`config.mk`:
```
export PLATFORM = sky130hd
export DESIGN_NAME = tmw_ctrl
export DESIGN_NICKNAME = d
export VERILOG_FILES = /design/src/rtl/tmw_pkg.sv /design/src/rtl/tmw_word_store.sv /design/src/rtl/tmw_access_rules.sv /design/src/rtl/tmw_resp_pipe.sv /design/src/rtl/tmw_ctrl.sv
export SDC_FILE = /design/constraint.sdc
export NUM_CORES = 2
export LEC_CHECK = 0
export ABC_CLOCK_PERIOD_IN_PS = 6210
export CAP_MARGIN = 20
export CORE_UTILIZATION = 30
export DETAILED_ROUTE_END_ITERATION = 16
export PLACE_DENSITY_LB_ADDON = 0.12
export SETUP_SLACK_MARGIN = 0.5
export SYNTH_ARGS = -nofsm -noshare
export SYNTH_HDL_FRONTEND = slang
export SYNTH_SLANG_ARGS = --single-unit
```
`constraint.sdc`:
```
create_clock -name clk -period 6.21 [get_ports clk]
set_input_delay 0.621 -clock clk [delete_from_list [all_inputs] [get_ports clk]]
set_output_delay 0.621 -clock clk [all_outputs]
set_load 0.05 [all_outputs]
```
`src/rtl/tmw_pkg.sv`:
```
package tmw_pkg;
  localparam int WORD_W   = 64;
  localparam int STATE_W  = 4;

  localparam logic [2:0] OP_RD       = 3'd0;
  localparam logic [2:0] OP_WR       = 3'd1;
  localparam logic [2:0] OP_RD_TAKE  = 3'd2;
  localparam logic [2:0] OP_WR_GIVE  = 3'd3;
  localparam logic [2:0] OP_SET_ST   = 3'd4;

  typedef enum logic [1:0] {
    RS_DONE  = 2'd0,
    RS_RETRY = 2'd1,
    RS_FWD   = 2'd2,
    RS_TRAP  = 2'd3
  } rsp_status_e;

  typedef struct packed {
    logic trap_wr;
    logic trap_rd;
    logic is_ptr;
    logic full;
  } word_state_t;
endpackage

```
`src/rtl/tmw_word_store.sv`:
```
module tmw_word_store
  import tmw_pkg::*;
#(
  parameter int DEPTH  = 16,
  parameter int ADDR_W = $clog2(DEPTH)
) (
  input  logic              clk,
  input  logic              rst_n,
  input  logic [ADDR_W-1:0] rd_addr,
  output logic [WORD_W-1:0] rd_data,
  output word_state_t       rd_state,
  input  logic              wr_en,
  input  logic [ADDR_W-1:0] wr_addr,
  input  logic [WORD_W-1:0] wr_data,
  input  word_state_t       wr_state
);
  logic [WORD_W-1:0] data_q  [DEPTH];
  word_state_t       state_q [DEPTH];

  for (genvar i = 0; i < DEPTH; i++) begin : g_word
    logic sel;
    assign sel = wr_en && (wr_addr == ADDR_W'(i));

    always_ff @(posedge clk or negedge rst_n) begin
      if (!rst_n) begin
        data_q[i]  <= '0;
        state_q[i] <= '0;
      end else if (sel) begin
        data_q[i]  <= wr_data;
        state_q[i] <= wr_state;
      end
    end
  end

  assign rd_data  = data_q[rd_addr];
  assign rd_state = state_q[rd_addr];
endmodule

```
`src/rtl/tmw_access_rules.sv`:
```
module tmw_access_rules
  import tmw_pkg::*;
(
  input  logic [2:0]        op,
  input  logic [WORD_W-1:0] op_data,
  input  logic [WORD_W-1:0] cur_data,
  input  word_state_t       cur_state,
  output rsp_status_e       status,
  output logic [WORD_W-1:0] out_data,
  output logic              upd,
  output logic [WORD_W-1:0] new_data,
  output word_state_t       new_state
);
  logic is_rd, is_wr, trapped;

  assign is_rd   = (op == OP_RD) || (op == OP_RD_TAKE);
  assign is_wr   = (op == OP_WR) || (op == OP_WR_GIVE);
  assign trapped = (is_rd && cur_state.trap_rd) || (is_wr && cur_state.trap_wr);

  always_comb begin
    status    = RS_DONE;
    out_data  = '0;
    upd       = 1'b0;
    new_data  = cur_data;
    new_state = cur_state;
    if (op == OP_SET_ST) begin
      upd       = 1'b1;
      new_state = word_state_t'(op_data[STATE_W-1:0]);
    end else if (!(is_rd || is_wr) || trapped) begin
      status = RS_TRAP;
    end else if (cur_state.is_ptr) begin
      status   = RS_FWD;
      out_data = cur_data;
    end else begin
      unique case (op)
        OP_RD: out_data = cur_data;
        OP_WR: begin
          upd            = 1'b1;
          new_data       = op_data;
          new_state.full = 1'b1;
        end
        OP_RD_TAKE: begin
          if (cur_state.full) begin
            out_data       = cur_data;
            upd            = 1'b1;
            new_state.full = 1'b0;
          end else begin
            status = RS_RETRY;
          end
        end
        default: begin
          if (!cur_state.full) begin
            upd            = 1'b1;
            new_data       = op_data;
            new_state.full = 1'b1;
          end else begin
            status = RS_RETRY;
          end
        end
      endcase
    end
  end
endmodule

```
`src/rtl/tmw_resp_pipe.sv`:
```
module tmw_resp_pipe #(
  parameter int PAY_W = 8
) (
  input  logic             clk,
  input  logic             rst_n,
  input  logic             in_valid,
  input  logic [PAY_W-1:0] in_pay,
  output logic             out_valid,
  output logic [PAY_W-1:0] out_pay
);
  logic             v1_q, v2_q;
  logic [PAY_W-1:0] p1_q, p2_q;

  always_ff @(posedge clk or negedge rst_n) begin
    if (!rst_n) begin
      v1_q <= 1'b0;
      v2_q <= 1'b0;
    end else begin
      v1_q <= in_valid;
      v2_q <= v1_q;
    end
  end

  always_ff @(posedge clk or negedge rst_n) begin
    if (!rst_n) begin
      p1_q <= '0;
      p2_q <= '0;
    end else begin
      if (in_valid) p1_q <= in_pay;
      if (v1_q)     p2_q <= p1_q;
    end
  end

  assign out_valid = v2_q;
  assign out_pay   = p2_q;
endmodule

```
`src/rtl/tmw_ctrl.sv`:
```
module tmw_ctrl
  import tmw_pkg::*;
#(
  parameter int DEPTH  = 16,
  parameter int TAG_W  = 8,
  parameter int ADDR_W = $clog2(DEPTH)
) (
  input  logic              clk,
  input  logic              rst_n,
  input  logic              req_valid,
  input  logic [2:0]        req_op,
  input  logic [ADDR_W-1:0] req_addr,
  input  logic [63:0]       req_data,
  input  logic [TAG_W-1:0]  req_tag,
  output logic              rsp_valid,
  output logic [63:0]       rsp_data,
  output logic [1:0]        rsp_status,
  output logic [TAG_W-1:0]  rsp_tag
);
  localparam int PAY_W = WORD_W + 2 + TAG_W;

  logic [WORD_W-1:0] cur_data, out_data, new_data;
  word_state_t       cur_state, new_state;
  rsp_status_e       status;
  logic              upd;
  logic [PAY_W-1:0]  pay_in, pay_out;

  tmw_word_store #(.DEPTH(DEPTH), .ADDR_W(ADDR_W)) u_store (
    .clk      (clk),
    .rst_n    (rst_n),
    .rd_addr  (req_addr),
    .rd_data  (cur_data),
    .rd_state (cur_state),
    .wr_en    (req_valid && upd),
    .wr_addr  (req_addr),
    .wr_data  (new_data),
    .wr_state (new_state)
  );

  tmw_access_rules u_rules (
    .op        (req_op),
    .op_data   (req_data),
    .cur_data  (cur_data),
    .cur_state (cur_state),
    .status    (status),
    .out_data  (out_data),
    .upd       (upd),
    .new_data  (new_data),
    .new_state (new_state)
  );

  assign pay_in = {out_data, status, req_tag};

  tmw_resp_pipe #(.PAY_W(PAY_W)) u_pipe (
    .clk       (clk),
    .rst_n     (rst_n),
    .in_valid  (req_valid),
    .in_pay    (pay_in),
    .out_valid (rsp_valid),
    .out_pay   (pay_out)
  );

  assign rsp_data   = pay_out[PAY_W-1 -: WORD_W];
  assign rsp_status = pay_out[TAG_W +: 2];
  assign rsp_tag    = pay_out[TAG_W-1:0];
endmodule

```
==> metrics.md <==
| Metric | Value |
|---|---|
| Run status | `completed` |
| Fraction of layout cells with a size suffix above 1 | `a little under a fifth` |
| Fill count | `approximately 19000` |
| Via Count | `roughly 33000` |
| Critical Path Source | `req_addr[1]` |
| Sequential Power Share | `between 40 and 50%` |
| Met1 Track Usage GR | `between 20% and 30%` |
| Clock skew | `0.0229 ns` |
| Layout Nets | `roughly 4600` |
| Leading area contributor after synthesis | `dfrtp_1` |
| WL/cell | `approximately 23 um` |
| Max-slew headroom | `roughly a third` |
| Top_reg_cell synth | `dfrtp_1` |
| WP data required | `slightly below 7 ns` |
| Pin count of the biggest net entering global routing | `137` |
| Startpoint Class | `input port` |
| First-pass GRT wire length | `245000 um` |
| Die Area | `between 150000 and 200000 um^2` |
| Leakage power | `around 30 nW` |
| Total track usage | `between 10% and 20%` |
| Port buffer count | `156` |
| Total of max-cap violations | `0` |
| Antenna Nets Post-Route | `0` |
| Final Hold Fails | `0` |
| Final Critical Period | `roughly 4 ns` |
| Antenna violations before repair | `4` |
| Post-DP HPWL | `a little under 90000 um` |
| Setup TNS | `0 ns` |
| Switch share | `25.3%` |
| FF-to-FF Start | `u_store.state_q[40]` |
| Synth top area share | `~54%` |
| FP Rows | `between 150 and 200` |
| P_int | `between 0.01 and 0.015 W` |
| GRT met2 Usage | `28.0%` |
| Met3 Use GR | `2.29%` |
| Post-synth net total | `approximately 4400` |
| Worst Reg-to-Reg Cells | `10` |
| Core Footprint | `approximately 190000 um^2` |
| Async SR Flop Fraction | `between 90% and 100%` |
| Area Growth Syn to Fin | `16.8%` |
| VDD IR max | `281 uV` |
| Mean Syn Cell Area | `13.4 um^2` |
| Net Switching | `just under 0.005 W` |
| Hold slack | `about 0.44 ns` |
| Vias per cell | `4.57` |
| Worst Hold Class | `in2async` |
| FF-to-FF End | `u_store.data_q[801]` |
| Clock slew at reported path FFs | `around 0.06 ns` |
| Clock sinks | `1238` |
| Max H-tree Level | `4` |
| Synth top area cells | `dfrtp_1, mux2i_1, mux4_2` |
| Netlist cell types | `43` |
| GRT overflow | `0` |
| Max Clock Freq | `251 MHz` |
| Post-synthesis register bit count | `1238` |
| Ports | `157` |
| CP Capture Type | `register` |
| Kind of critical path | `in2reg` |
| CTS Buffer Depth | `3` |
| Mapped cell area | `roughly 58000 um^2` |
| CTS tree | `built` |
| Number of global-route vias before repair | `around 36000` |
| Drt first pass iters | `4` |
| Overall Power | `just under 0.02 W` |
| Commonest cells in the netlist | `dfrtp_1, mux2i_1, inv_1, mux4_2, buf_2` |
| Synth Instances | `~4300` |
| Die X | `441 um` |
| RSZ-0062 raised after global routing | `no` |
| Gpl congestion | `about 0.71` |
| CP max FO | `44` |
| Starting Density | `30.3%` |
| Logic gate share of total power | `around a tenth` |
| Slew Limit Fails | `0` |
| Sequential-to-total area share from yosys stat | `53.6%` |
| # DRC | `0` |
| Count leader, synth | `dfrtp_1` |
| Routed WL | `about 160000 um` |
| Pwr Density | `286 nW/um^2` |
| Yosys warnings | `0` |
| DRC marker count from the first detailed-route iteration | `around 1700` |
| Clk pwr share | `around 45%` |
| Number of enable flip-flop cells after synthesis | `0` |
| Busiest grt layer | `met2` |
| Num CTS Buffers | `between 100 and 150` |
| Die height | `around 440 um` |
| R2r setup slk | `between 2 and 2.5 ns` |
| Worst Tran Pin Value | `between 0.9 and 1 ns` |
| Crit share post-route | `between 60% and 70%` |
| Critical path data arrival time | `4.67 ns` |
| CTS root buffer | `clkbuf_16` |
| Finish-stage setup viols | `0` |
| Clk_lat worst skew | `0.78 ns` |
## sequential cells by signal, indices dropped and copies added, names as in the netlist
name              flops
u_pipe.out_valid      1
u_pipe.out_pay       74
u_store.state_q      64
u_pipe.p1_q          74
u_store.data_q     1024
u_pipe.v1_q           1
## through the flow
stage / worst slack, ns / cell area, um^2 / utilization [%] / cells
3_3_place_gp: 1.39 / 62600 / 32.8 / 6836
4_1_cts: 2.27 / 67500 / 35.4 / 7110
6_report: 2.22 / 67500 / 35.4 / 7114
2_1_floorplan: 2.77 / 57800 / - / 4314
5_1_grt: 2.07 / 67500 / 35.4 / 7112
3_5_place_dp: 1.41 / 62600 / 32.8 / 6836
## metal layers
layer | routed length, um | part of all wire (%) | up-vias
li1 | - | - | 14719
met1 | 76800 | 48 | 17235
met2 | 78000 | 48 | 378
met3 | 3870 | 2.4 | 176
met4 | 2710 | 1.7 | 0
met5 | 0 | 0 | -
## cell families after synthesis
logic type / Yosys count / synth area share [%]
and+or+nand+nor: 47 / 0.476
DFF: 1238 / 53.6
muxes: 1582 / 34.8
AOI/OAI and AO/OA: 106 / 1.77
buffers and inverters: 1341 / 9.39
## power by group through the flow
stage / Clock [W] / Combinational, W / Sequential (W)
2_1_floorplan: 0 / 0.00103 / 0.00894
3_3_place_gp: 0 / 0.00186 / 0.00888
3_5_place_dp: 0 / 0.00188 / 0.00888
4_1_cts: 0.00909 / 0.00188 / 0.00874
5_1_grt: 0.00940 / 0.00201 / 0.00879
6_report: 0.00876 / 0.00183 / 0.00874
## area by class of cell
| type | instances | area, um^2 | share of cell area [%] |
|---|---|---|---|
| sequential | 1238 | 31000 | 45.9 |
| inverter | 1043 | 3920 | 5.80 |
| antenna | 4 | 10.0 | 0.0148 |
| timing repair buffer | 310 | 3080 | 4.56 |
| clock inverter | 35 | 340 | 0.504 |
| multi-input combinational | 1735 | 21500 | 31.8 |
| clock buffer | 238 | 4560 | 6.75 |
| tap | 2511 | 3140 | 4.65 |
## repair_timing
item | CTS | global route
endpoints found under the hold margin | 76 | 0
hold buffers | 1 | 0
gates resized for setup | 0 | 0
buffers inserted | 0 | 0
## worst max path at each step
stage,depth (start not counted),end
after floorplan,9,u_store.data_q[122]
after global placement,11,u_store.state_q[53]
after detailed placement,11,u_store.state_q[53]
after CTS,11,u_store.state_q[53]
after global routing,12,u_store.data_q[801]
final,12,u_store.data_q[801]
## layout by cell type, fill, tap and decap left out, drive strengths merged, types with 12 or more instances in the layout
cell type and n:
a211oi 12, a22o 65, buf 157, clkbuf 239
clkdlybuf4s50 151, clkinv 22, dfrtp 1238, inv 1050
mux2 133, mux2i 1123, mux4 326
## critical path: stages
cell and delay (ns):
buf_8 0.32, buf_4 0.43, mux2_2 0.38, o22ai_1 0.20, nand4b_1 0.16, and4_1 0.33
o211ai_4 0.26, buf_4 0.30, a211oi_4 0.31, buf_4 0.40, buf_4 0.51, mux2i_1 0.25
(Power assumes the default switching activity.)
